[config.mk]
export PLATFORM = sky130hd
export DESIGN_NAME = updown_pwm
export DESIGN_NICKNAME = d
export VERILOG_FILES = /design/src/rtl/updown_pwm.sv
export SDC_FILE = /design/constraint.sdc
export NUM_CORES = 1
export LEC_CHECK = 0
export BUFFER_PORTS_ARGS = -buffer_cell sky130_fd_sc_hd__buf_2
export CAP_MARGIN = 20
export CORE_UTILIZATION = 60
export CTS_CLUSTER_DIAMETER = 50
export CTS_CLUSTER_SIZE = 40
export DETAILED_ROUTE_END_ITERATION = 10
export PLACE_DENSITY = 0.8
export REMOVE_ABC_BUFFERS = 1
export SYNTH_ARGS = -nofsm -noshare
export SYNTH_HDL_FRONTEND = slang
export SYNTH_SLANG_ARGS = --single-unit
[constraint.sdc]
create_clock -name clk -period 7.4 [get_ports clk]
set_input_delay 2.22 -clock clk [delete_from_list [all_inputs] [get_ports clk]]
set_output_delay 2.22 -clock clk [all_outputs]
set_load 0.02 [all_outputs]
[src/rtl/updown_pwm.sv]
module updown_pwm #(
  parameter int CW = 16
) (
  input  logic          clk,
  input  logic          rst_n,
  input  logic          wr_en,
  input  logic [1:0]    wr_sel,
  input  logic [CW-1:0] wr_data,
  input  logic          run,
  input  logic          force_sync,
  output logic          pwm_a,
  output logic          pwm_b,
  output logic          zero_evt,
  output logic          prd_evt,
  output logic          counting_up,
  output logic [CW-1:0] count
);
  localparam logic [1:0] SEL_TOP = 2'd0;
  localparam logic [1:0] SEL_CA  = 2'd1;
  localparam logic [1:0] SEL_CB  = 2'd2;
  localparam logic [1:0] SEL_PH  = 2'd3;

  logic [CW-1:0] top_buf, ca_buf, cb_buf;
  logic [CW-1:0] top_q, ca_q, cb_q, phase_q;
  logic          hit_a, hit_b, endpoint;

  assign zero_evt = run && (count == '0);
  assign prd_evt  = run && (count == top_q);
  assign endpoint = zero_evt || prd_evt;
  assign hit_a    = (ca_q != '0) && (ca_q <= top_q) && (count == ca_q);
  assign hit_b    = (cb_q != '0) && (cb_q <= top_q) && (count == cb_q);

  always_ff @(posedge clk or negedge rst_n) begin
    if (!rst_n) begin
      count       <= '0;
      counting_up <= 1'b1;
    end else if (force_sync) begin
      count       <= phase_q;
      counting_up <= 1'b1;
    end else if (run) begin
      if (counting_up) begin
        if (count >= top_q) begin
          counting_up <= 1'b0;
          if (count != '0) count <= count - 1'b1;
        end else begin
          count <= count + 1'b1;
        end
      end else if (count == '0) begin
        if (top_q != '0) begin
          counting_up <= 1'b1;
          count       <= {{(CW-1){1'b0}}, 1'b1};
        end
      end else begin
        count <= count - 1'b1;
      end
    end
  end

  always_ff @(posedge clk or negedge rst_n) begin
    if (!rst_n) begin
      pwm_a <= 1'b0;
      pwm_b <= 1'b0;
    end else if (run) begin
      if (hit_a) pwm_a <= counting_up;
      if (hit_b) pwm_b <= !counting_up;
    end
  end

  always_ff @(posedge clk or negedge rst_n) begin
    if (!rst_n) begin
      top_buf <= '0;
      ca_buf  <= '0;
      cb_buf  <= '0;
      phase_q <= '0;
      top_q   <= '0;
      ca_q    <= '0;
      cb_q    <= '0;
    end else begin
      if (endpoint) begin
        top_q <= top_buf;
        ca_q  <= ca_buf;
        cb_q  <= cb_buf;
      end
      if (wr_en) begin
        case (wr_sel)
          SEL_TOP: top_buf <= wr_data;
          SEL_CA:  ca_buf  <= wr_data;
          SEL_CB:  cb_buf  <= wr_data;
          SEL_PH:  phase_q <= wr_data;
          default: ;
        endcase
      end
    end
  end


  freeze_chk: assert property (@(posedge clk) disable iff (!rst_n)
    (!run && !force_sync) |=> ($stable(count) && $stable(pwm_a) && $stable(pwm_b) && $stable(counting_up)));


  sync_load_chk: assert property (@(posedge clk) disable iff (!rst_n)
    force_sync |=> (count == $past(phase_q) && counting_up));


  zero_turn_chk: assert property (@(posedge clk) disable iff (!rst_n)
    (run && !force_sync && count == '0 && top_q != '0) |=> (count == {{(CW-1){1'b0}}, 1'b1}));


  a_edge_src_chk: assert property (@(posedge clk) disable iff (!rst_n)
    !$stable(pwm_a) |-> $past(run && count == ca_q));


  b_edge_src_chk: assert property (@(posedge clk) disable iff (!rst_n)
    !$stable(pwm_b) |-> $past(run && count == cb_q));


  top_xfer_chk: assert property (@(posedge clk) disable iff (!rst_n)
    !$stable(top_q) |-> $past(run && (count == '0 || count == top_q)));


  zero_cmp_chk: assert property (@(posedge clk) disable iff (!rst_n)
    (ca_q == '0) |=> $stable(pwm_a));
endmodule

=== After elaboration in Yosys (flattened, before gate mapping) ===
Index checks and enable logic that the tools add are counted.

* Add/subtract/negate cells: 2
* $mul: 0
* Div/mod/pow operators: 0
* Magnitude comparators: 3
* Eq/ne operators: 8
* Shifts and indexed selects: 0
* Mux-type cells: 13
* Bitwise operators: 0
* Reductions and logical operators: 22

{| class="wikitable"
|+ Operators with widths
! operator !! number
|-
| $mux W16 || 7
|-
| $reduce_bool A16 Y1 || 4
|-
| $eq A16 B16 Y1 || 3
|-
| $le A16 B16 Y1 || 2
|-
| $add A16 B1 Y16 const B || 1
|-
| $ge A16 B16 Y1 || 1
|-
| $logic_not A16 Y1 || 1
|-
| $sub A16 B1 Y16 const B || 1
|-
| $reduce_and A2 Y1 || 6
|-
| $ne A4 B3 Y1 const B || 2
|-
| $logic_and A1 B1 Y1 || 6
|-
| $mux W1 || 6
|-
| $eq A2 B2 Y1 const B || 2
|-
| $reduce_and A3 Y1 || 1
|-
| $eq A2 B1 Y1 const B || 1
|-
| $logic_not A2 Y1 || 1
|-
| $reduce_bool A2 Y1 || 1
|-
| $logic_not A1 Y1 || 1
|-
| $logic_or A1 B1 Y1 || 1
|}

* Bits in registers: 131
* Latch bits: 0
* RAM bits: 0
* ROM bits: 0
* Input port bits: 23
* Output and inout port bits: 21
* Word-level logic and storage cells: 59
* Memories kept: 0

=== Depth between registers and ports, before layout ===
Gate-level depths: netlist of the first run.

* Depth after elaboration: 6
* Depth in mapped cells: 10
* Gate-level depth less buffers: 9

=== Least setup slack after synthesis of the first run ===
No wires, ideal clock.

* Path type: input-to-output
* Start point: input port run
* End point: output port zero_evt
* Arrival: 2471 ps
* Setup slack: 2709 ps
* Stages on the path: 1
* Path through: and3_1

* Word-level cells in the longest chain between the ends: 1

{| class="wikitable"
|+ RTL lines
! what !! line !! text
|-
| start, declared || 9 || <nowiki>input logic run,</nowiki>
|-
| $logic_and A1 B1 Y1 || 27 || <nowiki>assign zero_evt = run && (count == '0);</nowiki>
|-
| end, declared || 13 || <nowiki>output logic zero_evt,</nowiki>
|}

No other way between the ends.

=== Final worst setup path of the first run ===
* Start point: input port run
* End point: output port prd_evt

* Word-level cells in the longest chain between the ends: 1

{| class="wikitable"
|+ RTL lines
! what !! line !! text
|-
| $logic_and A1 B1 Y1 || 28 || <nowiki>assign prd_evt = run && (count == top_q);</nowiki>
|-
| end, declared || 14 || <nowiki>output logic prd_evt,</nowiki>
|}

No other way between the ends.

==> results_dict.tcl, run 1 <==
set metrics [dict create \
    synth_ff_type "dfrtp_1" \
    io_buffer_count 43 \
    combinationalPowerShare_pct 17.3 \
    wl_per_cell_um 22.8 \
    synth_top_area_share_pct 44.9 \
    final_cells 832 \
    firstDrtPassIters 8 \
    p_switching_uw 661 \
    p_sw_share_pct 30.3 \
    antenna_found_initial 0 \
    num-fill-cells 866 \
    max_slew_margin_pct 28.1 \
    cts_setup_buffers 0 \
    crit_path_max_fanout 8 \
    critPathArrivalTime_ns 2.76 \
    drc 6 \
    cap_violations 0 \
    gp_congestion 0.927 \
    cpMaxStageDelayCell "and3_1" \
    clock-sinks 131 \
    worstPathRequired_ns 5.18 \
    slew_viol_final 0 \
    async_flop_share_pct 100 \
    violations "design-rule violations" \
    synth_commonest_cells "dfrtp_1 (130), mux2_2 (92), ha_1 (51), nand2_1 (35)" \
    hold_viol_final 0 \
    ys_seq_area_share_pct 45.3 \
    regArea_um2 3280 \
    holdCritPathClass "reg -> reg" \
    via_per_inst 6.53 \
    postRouteAntennaNets 0 \
    cts_max_level 4 \
    cts-resized-gates 0 \
    syn_to_final_growth_pct 12.3 \
    pin_count 44 \
    worstPathCellList "buf_2 > and3_1 > buf_2" \
    slowest_delay_ns 0.20 \
    die_w_um 112 \
    intPower_mw 1.52 \
    grt.total_usage_pct 32.9 \
    avgSynthCellArea_um2 11.3 \
    num_rows 39 \
    drive_above_1_share_pct 26.6 \
    fin_worst_skew_ns 0.0166 \
    endpoint_kind "primary output" \
    setup_violations 0 \
    power_frac_seq_pct 43.2 \
    synth_cells 639 \
    core-area_um2 11600 \
    syn_area_um2 7250 \
    clkSlewWorstSetupHoldPaths_ns 0.06 \
    dp.cells 800 \
    crit_path_frequent_cell "buf_2" \
    dieArea_um2 12500 \
    fmax_mhz 201 \
    setup_tns_ns 0 \
    cp-start-kind "primary input" \
    drt-initial-drc-count 423 \
    vias 5432 \
    ys_ff_latch 131 \
    peakVddDrop_v 0.000214 \
    fin_crit_sh_pct 67.3 \
    yosys-top-cells-area "dfrtp_1 (45%), mux2_2 (14%), ha_1 (8.8%), xor2_1 (2.9%), o21ai_0 (2.0%)" \
    cts_root_buffer "clkbuf_16" \
    synth_edf_count 0 \
    layout.nets 750 \
    yosys.area.top_type "dfrtp_1" \
    clk_path_buf_depth 2 \
    grt_pass1_wl_mm 30.8 \
    status "finished with violations" \
    fp.dieH_um 112 \
    cts_buffers 17 \
    start_util_pct 62.4 \
    clock_latency_ns 0.43 \
    cts_tree "yes" \
    grt_pass1_vias 5569 \
    grt_max_degree 78 \
    power.density_nw_per_um2 268 \
    gr-total-overflow 0 \
    wl_mm 19.0 \
    leakage_nw 3.88 \
    synth.most_common_cell "dfrtp_1" \
    multi_input_area_um2 3720 \
    min_period_ns 4.98 \
    worst_pin_slew_ns 1.07 \
    rsz0062_at_grt "false" \
    worstSetupPathType "in -> out" \
    clkPwrFrac_pct 39.5 \
    diodes 0 \
    synth_cell_type_count 63 \
    dp_hpwl_mm 14.0 \
    final_util_pct 70.1 \
    ys_warn_count 0 \
    ctsHoldBuffers 0 \
]
-- flip-flops by register name, indices dropped and copies added, names as in the netlist, 16 cells and up --
| signal | cells |
|---|---|
| cb_buf | 16 |
| ca_buf | 16 |
| top_q | 16 |
| ca_q | 16 |
| top_buf | 16 |
| count | 16 |
| phase_q | 16 |
| cb_q | 16 |
-- worst paths after layout --
kind,from,to,slack (ns),depth (start not counted)
hold reg to reg,top_buf[3],top_q[3],0.48,2
min in group asynchronous,rst_n,phase_q[10],1.85,1
max in group asynchronous,rst_n,ca_buf[5],4.18,2
hold / removal,top_buf[3],top_q[3],0.48,2
setup / recovery,run,prd_evt,2.42,3
setup reg to reg,count[14],count[1],3.90,8
-- cell usage in the layout, fill, tap and decap left out, types with 10 or more instances in the layout --
master     netlist  layout
a21oi_1         16      16
buf_2            7      42
nand3_1         18      18
nand4_1         22      22
dfrtp_1        130     130
o21ai_0         29      29
clkbuf_16        0      17
nor4_1          20      20
nand2_1         35      35
mux2i_1         10      10
xor2_1          24      24
mux2_2          92      92
nor2_1          15      15
xnor2_1         10      10
ha_1            51      51
inv_1           29      29
-- through the flow --
| step | hold WS [ns] | total power [mW] | cell area (um^2) | setup WS [ns] |
|---|---|---|---|---|
| CTS | 0.480 | 2.19 | 8140 | 2.43 |
| global placement | 0.465 | 1.30 | 7530 | 2.46 |
| floorplan | 0.444 | 1.17 | 7110 | 2.71 |
| finish | 0.481 | 2.18 | 8140 | 2.42 |
| global route | 0.505 | 2.27 | 8140 | 2.39 |
| detailed placement | 0.468 | 1.32 | 7530 | 2.43 |
-- critical path, delay by kind of cell --
family	cells	cell delay, ns
buf+inv	2	0.34
simple gates	1	0.20
-- power groups by stage --
stage	clock network, mW	registers [mW]	logic, mW
6_report	0.863	0.942	0.378
5_1_grt	0.902	0.955	0.415
4_1_cts	0.871	0.937	0.378
3_5_place_dp	0	0.949	0.374
3_3_place_gp	0	0.938	0.360
2_1_floorplan	0	0.928	0.239
-- cell families (layout without fill, tap and decap cells) --
| kind of cell | count (synthesis) | count (layout) | share of synthesized area, % |
|---|---|---|---|
| XOR/XNOR | 34 | 34 | 4.11 |
| AND/OR/NAND/NOR | 165 | 165 | 12.7 |
| adder cells (fa/ha/maj) | 51 | 51 | 8.81 |
| AO/OA/AOI/OAI | 94 | 94 | 9.27 |
| buffers and inverters | 57 | 107 | 3.44 |
| flip-flops | 131 | 131 | 45.3 |
| multiplexers | 107 | 107 | 16.5 |
-- metal layers --
layer / global-route usage [%] / share of wire [%]
met1: 44.3 / 44
met4: 13.5 / 2.5
met3: 7.73 / 6.0
met2: 51.6 / 47
met5: 0 / 0
-- final cells by class --
cell class	count	area share, %
clock buffers	18	5.27
inverters	29	1.34
clock inverters	14	2.18
flip-flops and latches	131	40.3
multi-input cells	451	45.7
well taps	143	2.20
repair buffers	46	2.95
(Power assumes the default switching activity.)
==> run 2: changes to the inputs <==
--- a/config.mk
+++ b/config.mk
@@ -7,11 +7,11 @@
 export LEC_CHECK = 0
 export BUFFER_PORTS_ARGS = -buffer_cell sky130_fd_sc_hd__buf_2
 export CAP_MARGIN = 20
-export CORE_UTILIZATION = 60
+export CORE_UTILIZATION = 55
 export CTS_CLUSTER_DIAMETER = 50
 export CTS_CLUSTER_SIZE = 40
 export DETAILED_ROUTE_END_ITERATION = 10
-export PLACE_DENSITY = 0.8
+export PLACE_DENSITY = 0.77
 export REMOVE_ABC_BUFFERS = 1
 export SYNTH_ARGS = -nofsm -noshare
 export SYNTH_HDL_FRONTEND = slang
==> constraint.sdc (replaced) <==
create_clock -name clk -period 4.4 [get_ports clk]
set_input_delay 1.32 -clock clk [delete_from_list [all_inputs] [get_ports clk]]
set_output_delay 1.32 -clock clk [all_outputs]
set_load 0.02 [all_outputs]
==> results_dict.tcl, run 2 (same netlist as run 1, synthesis figures left out) <==
set metrics [dict create \
    status "completed" \
    cpMaxStageDelayCell "nor4_1" \
    slew_viol_final 0 \
    slowest_delay_ns 0.55 \
    worstSetupPathType "reg -> out" \
    grt_max_degree 53 \
    peakVddDrop_v 0.000372 \
    final_util_pct 64.9 \
    start_util_pct 57.0 \
    ctsHoldBuffers 0 \
    r2r_start "count[14]" \
    num-fill-cells 1056 \
    power_frac_seq_pct 42.0 \
    cts_max_level 4 \
    power.density_nw_per_um2 455 \
    clock_latency_ns 0.42 \
    vias 5404 \
    pin_count 44 \
    worstPathCellList "ha_1 > nand4_1 > nor4_1 > and3_1 > buf_2" \
    fin_crit_sh_pct 86.7 \
    fmax_mhz 262 \
    holdCritPathClass "reg -> reg" \
    drc 0 \
    cts_buffers 17 \
    worstPathRequired_ns 3.08 \
    setup_tns_ns 0 \
    hold_viol_final 0 \
    syn_to_final_growth_pct 13.9 \
    crit_path_max_fanout 9 \
    final_cell_mix "dfrtp_1 (130), mux2_2 (92), ha_1 (51)" \
    crit_buf_inv 1 \
    cts-resized-gates 0 \
    wl_per_cell_um 22.6 \
    cts_tree "yes" \
    dpl_worst_slack_ns 1.09 \
    drt-initial-drc-count 462 \
    grt_pass1_wl_mm 30.3 \
    fin_worst_skew_ns 0.00699 \
    firstDrtPassIters 5 \
    dp_hpwl_mm 14.5 \
    path_delay_family "simple AND/OR/NAND/NOR gates" \
    clock-sinks 131 \
    via_per_inst 6.25 \
    cts_setup_buffers 0 \
    rr_endpoint "count[15]" \
    dieArea_um2 13600 \
    cts_root_buffer "clkbuf_16" \
    combinationalPowerShare_pct 17.6 \
    leakage_nw 3.93 \
    num_rows 41 \
    core-area_um2 12700 \
    endpoint_kind "primary output" \
    p_sw_share_pct 29.6 \
    rsz0062_at_grt "false" \
    postRouteAntennaNets 0 \
    drive_above_1_share_pct 27.1 \
    antenna_found_initial 0 \
    die_w_um 117 \
    critPathArrivalTime_ns 2.49 \
    hold_depth 2 \
    clkSlewWorstSetupHoldPaths_ns 0.06 \
    p_switching_mw 1.11 \
    intPower_mw 2.64 \
    max_slew_margin_pct 29.7 \
    setup_violations 0 \
    grt_pass1_vias 5396 \
    ff2ff_path_depth 8 \
    hold-path-endpoint "top_q[3]" \
    gr-total-overflow 0 \
    worst_pin_slew_ns 1.05 \
    rrSetupSlack_ns 1.05 \
    clk_path_buf_depth 2 \
    hold_path_startpoint "top_buf[3]" \
    power_mw 3.76 \
    wl_mm 19.6 \
    gp_congestion 0.959 \
    grt.total_usage_pct 31.0 \
    diodes 0 \
    final_common_cell "dfrtp_1" \
    clkPwrFrac_pct 40.4 \
    hold_ws_ns 0.481 \
    layout.nets 755 \
    io_buffer_count 43 \
    fp.dieH_um 117 \
    cap_violations 0 \
    fin_ws_ns 0.587 \
    min_period_ns 3.81 \
    cp-start-kind "register" \
]
[run 2: metrics by stage]
stage                     std cells  area (um^2)
after detailed placement        833         7610
after CTS                       864         8240
final                           865         8250
after global placement          833         7610
after global routing            865         8250
after floorplan                 611         7110
[run 2: final cells by class]
cell class	count	area [um^2]	area share, %
inverters	29	109	1.32
flip-flops and latches	131	3280	39.7
multi-input cells	451	3720	45.1
well taps	172	215	2.61
clock buffers	19	453	5.49
clock inverters	12	179	2.17
repair buffers	51	294	3.56
[run 2: worst max-delay path by stage]
| stage | start | to | slack, ns | depth (start not counted) |
|---|---|---|---|---|
| detailed placement | count[14] | prd_evt | 1.09 | 5 |
| global route | count[13] | prd_evt | 0.46 | 5 |
| global placement | count[13] | prd_evt | 1.10 | 5 |
| floorplan | count[13] | ca_q[10] | 0.88 | 6 |
| finish | count[14] | prd_evt | 0.59 | 5 |
| CTS | count[11] | prd_evt | 0.62 | 5 |
[run 2: worst reg2reg max path: cells and delay by family, from the launching register on]
kind | cells | cell delay [ns]
AND/OR/NAND/NOR | 3 | 0.92
flip-flops | 1 | 0.53
AO/OA/AOI/OAI | 4 | 1.39
adder cells (fa/ha/maj) | 1 | 0.37
[run 2: power groups by stage]
stage | clock network (mW) | logic, mW | registers (mW)
floorplan | 0 | 0.401 | 1.56
global placement | 0 | 0.634 | 1.58
detailed placement | 0 | 0.653 | 1.59
CTS | 1.53 | 0.660 | 1.57
global route | 1.58 | 0.727 | 1.60
finish | 1.52 | 0.661 | 1.58
[run 2: per-layer routing]
metal	GRT usage, %	share of wire, %	vias up
li1	-	-	2447
met1	41.0	45	2739
met2	49.4	47	173
met3	5.20	4.0	45
met4	15.5	3.8	0
met5	0	0	-
==> run 3: changes to the inputs <==
--- a/config.mk
+++ b/config.mk
@@ -7,11 +7,12 @@
 export LEC_CHECK = 0
 export BUFFER_PORTS_ARGS = -buffer_cell sky130_fd_sc_hd__buf_2
 export CAP_MARGIN = 20
-export CORE_UTILIZATION = 55
+export CORE_MARGIN = 5
+export CORE_UTILIZATION = 60
 export CTS_CLUSTER_DIAMETER = 50
 export CTS_CLUSTER_SIZE = 40
 export DETAILED_ROUTE_END_ITERATION = 10
-export PLACE_DENSITY = 0.77
+export PLACE_DENSITY = 0.88
 export REMOVE_ABC_BUFFERS = 1
 export SYNTH_ARGS = -nofsm -noshare
 export SYNTH_HDL_FRONTEND = slang
==> constraint.sdc (replaced) <==
create_clock -name clk -period 3.95 [get_ports clk]
set_input_delay 1.185 -clock clk [delete_from_list [all_inputs] [get_ports clk]]
set_output_delay 1.185 -clock clk [all_outputs]
set_load 0.02 [all_outputs]
==> results_dict.tcl, run 3 (same netlist as run 1, synthesis figures left out) <==
set metrics [dict create \
    status "completed" \
    clock-sinks 131 \
    worstPathRequired_ns 2.76 \
    cp-startpoint "count[13]" \
    cts_root_buffer "clkbuf_16" \
    peakVddDrop_v 0.000496 \
    fp.dieH_um 120 \
    syn_to_final_growth_pct 13.0 \
    setup_violations 0 \
    r2r_start "count[13]" \
    postRouteAntennaNets 0 \
    cap_violations 0 \
    grt.total_usage_pct 28.2 \
    firstDrtPassIters 5 \
    dp_hpwl_mm 14.4 \
    core-area_um2 11900 \
    power.density_nw_per_um2 495 \
    hold_ws_ns 0.481 \
    gr-total-overflow 0 \
    rrSetupSlack_ns 0.73 \
    min_period_ns 3.67 \
    setup_tns_ns 0 \
    slew_viol_final 0 \
    endpoint_kind "primary output" \
    fmax_mhz 273 \
    diodes 0 \
    cts_setup_buffers 0 \
    vias 5414 \
    crit_path_max_fanout 9 \
    cp-endpoint "prd_evt" \
    grt_pass1_wl_mm 30.9 \
    start_util_pct 60.8 \
    critPathArrivalTime_ns 2.48 \
    dpl_worst_slack_ns 0.745 \
    grt_pass1_vias 5549 \
    regArea_um2 3280 \
    final_common_cell "dfrtp_1" \
    worstSetupPathType "reg -> out" \
    max_slew_margin_pct 29.5 \
    die_w_um 120 \
    leakage_nw 3.91 \
    cts_tree "yes" \
    wl_per_cell_um 23.0 \
    layout.nets 755 \
    hold_viol_final 0 \
    fin_ws_ns 0.281 \
    holdCritPathClass "reg -> reg" \
    via_per_inst 6.44 \
    ctsHoldBuffers 0 \
    cts-resized-gates 0 \
    drt-initial-drc-count 624 \
    ff2ff_path_depth 8 \
    pin_count 44 \
    num-fill-cells 868 \
    fin_worst_skew_ns 0.00754 \
    gp_congestion 0.961 \
    antenna_found_initial 0 \
    clkSlewWorstSetupHoldPaths_ns 0.06 \
    io_buffer_count 43 \
    clock_latency_ns 0.42 \
    multi_input_area_um2 3720 \
    cts_buffers 17 \
    rr_endpoint "count[1]" \
    clk_path_buf_depth 2 \
    worst_pin_slew_ns 1.05 \
    drc 0 \
    cp-start-kind "register" \
    num_rows 40 \
    rsz0062_at_grt "false" \
    grt_max_degree 56 \
    wl_mm 19.3 \
    drive_above_1_share_pct 26.9 \
    cts_max_level 4 \
    final_cell_mix "dfrtp_1 (130), mux2_2 (92), ha_1 (51)" \
    fin_crit_sh_pct 92.9 \
    dieArea_um2 14400 \
]
[run 3: changes by cell type in the layout (fill, tap and decap cells not counted), sizes merged]
cell	delta
bufinv	-2
clkbuf	+2
clkinv	+2
inv	-1
[run 3: worst min-delay path by stage]
stage                            from   endpoint  slack [ns]  cells after the start
final                      ca_buf[14]   ca_q[14]        0.48                      1
after detailed placement  top_buf[13]  top_q[13]        0.47                      2
after global placement     top_buf[6]   top_q[6]        0.46                      2
after floorplan             ca_buf[0]    ca_q[0]        0.44                      2
after CTS                 top_buf[11]  top_q[11]        0.49                      2
after global routing        cb_buf[8]  cb_buf[8]        0.51                      1
[run 3: critical path: stages (launching register included)]
cell and delay [ns]:
dfrtp_1 0.50, ha_1 0.37, nand4_1 0.19, nor4_1 0.54
and3_1 0.28, buf_2 0.18
[run 3: routing by layer]
metal	vias to the layer above	part of all wire (%)	GRT usage (%)
met5	-	0	0
met4	0	3.7	12.4
met3	51	5.1	4.48
met2	218	47	44.8
met1	2709	44	38.4
li1	2436	-	-
[run 3: final cells by class]
| cell class | instances | area share [%] |
|---|---|---|
| multi-input combinational | 451 | 45.5 |
| sequential | 131 | 40.1 |
| clock buffer | 21 | 5.63 |
| timing repair buffer | 51 | 3.70 |
| tap | 147 | 2.25 |
| clock inverter | 11 | 1.56 |
| inverter | 29 | 1.33 |
[run 3: per-stage QoR]
step | power (mW) | cells | utilization [%] | cell area, um^2
after CTS | 4.07 | 841 | 68.7 | 8190
after floorplan | 2.19 | 611 | - | 7110
after global placement | 2.46 | 809 | 63.8 | 7600
final | 4.05 | 841 | 68.7 | 8190
after detailed placement | 2.51 | 809 | 63.8 | 7600
after global routing | 4.22 | 841 | 68.7 | 8190
[run 3: power breakdown]
part	switching [mW]	internal, mW	leakage, nW
clock network	0.587	0.963	0.280
logic	0.420	0.331	2.05
registers	0.219	1.53	1.58
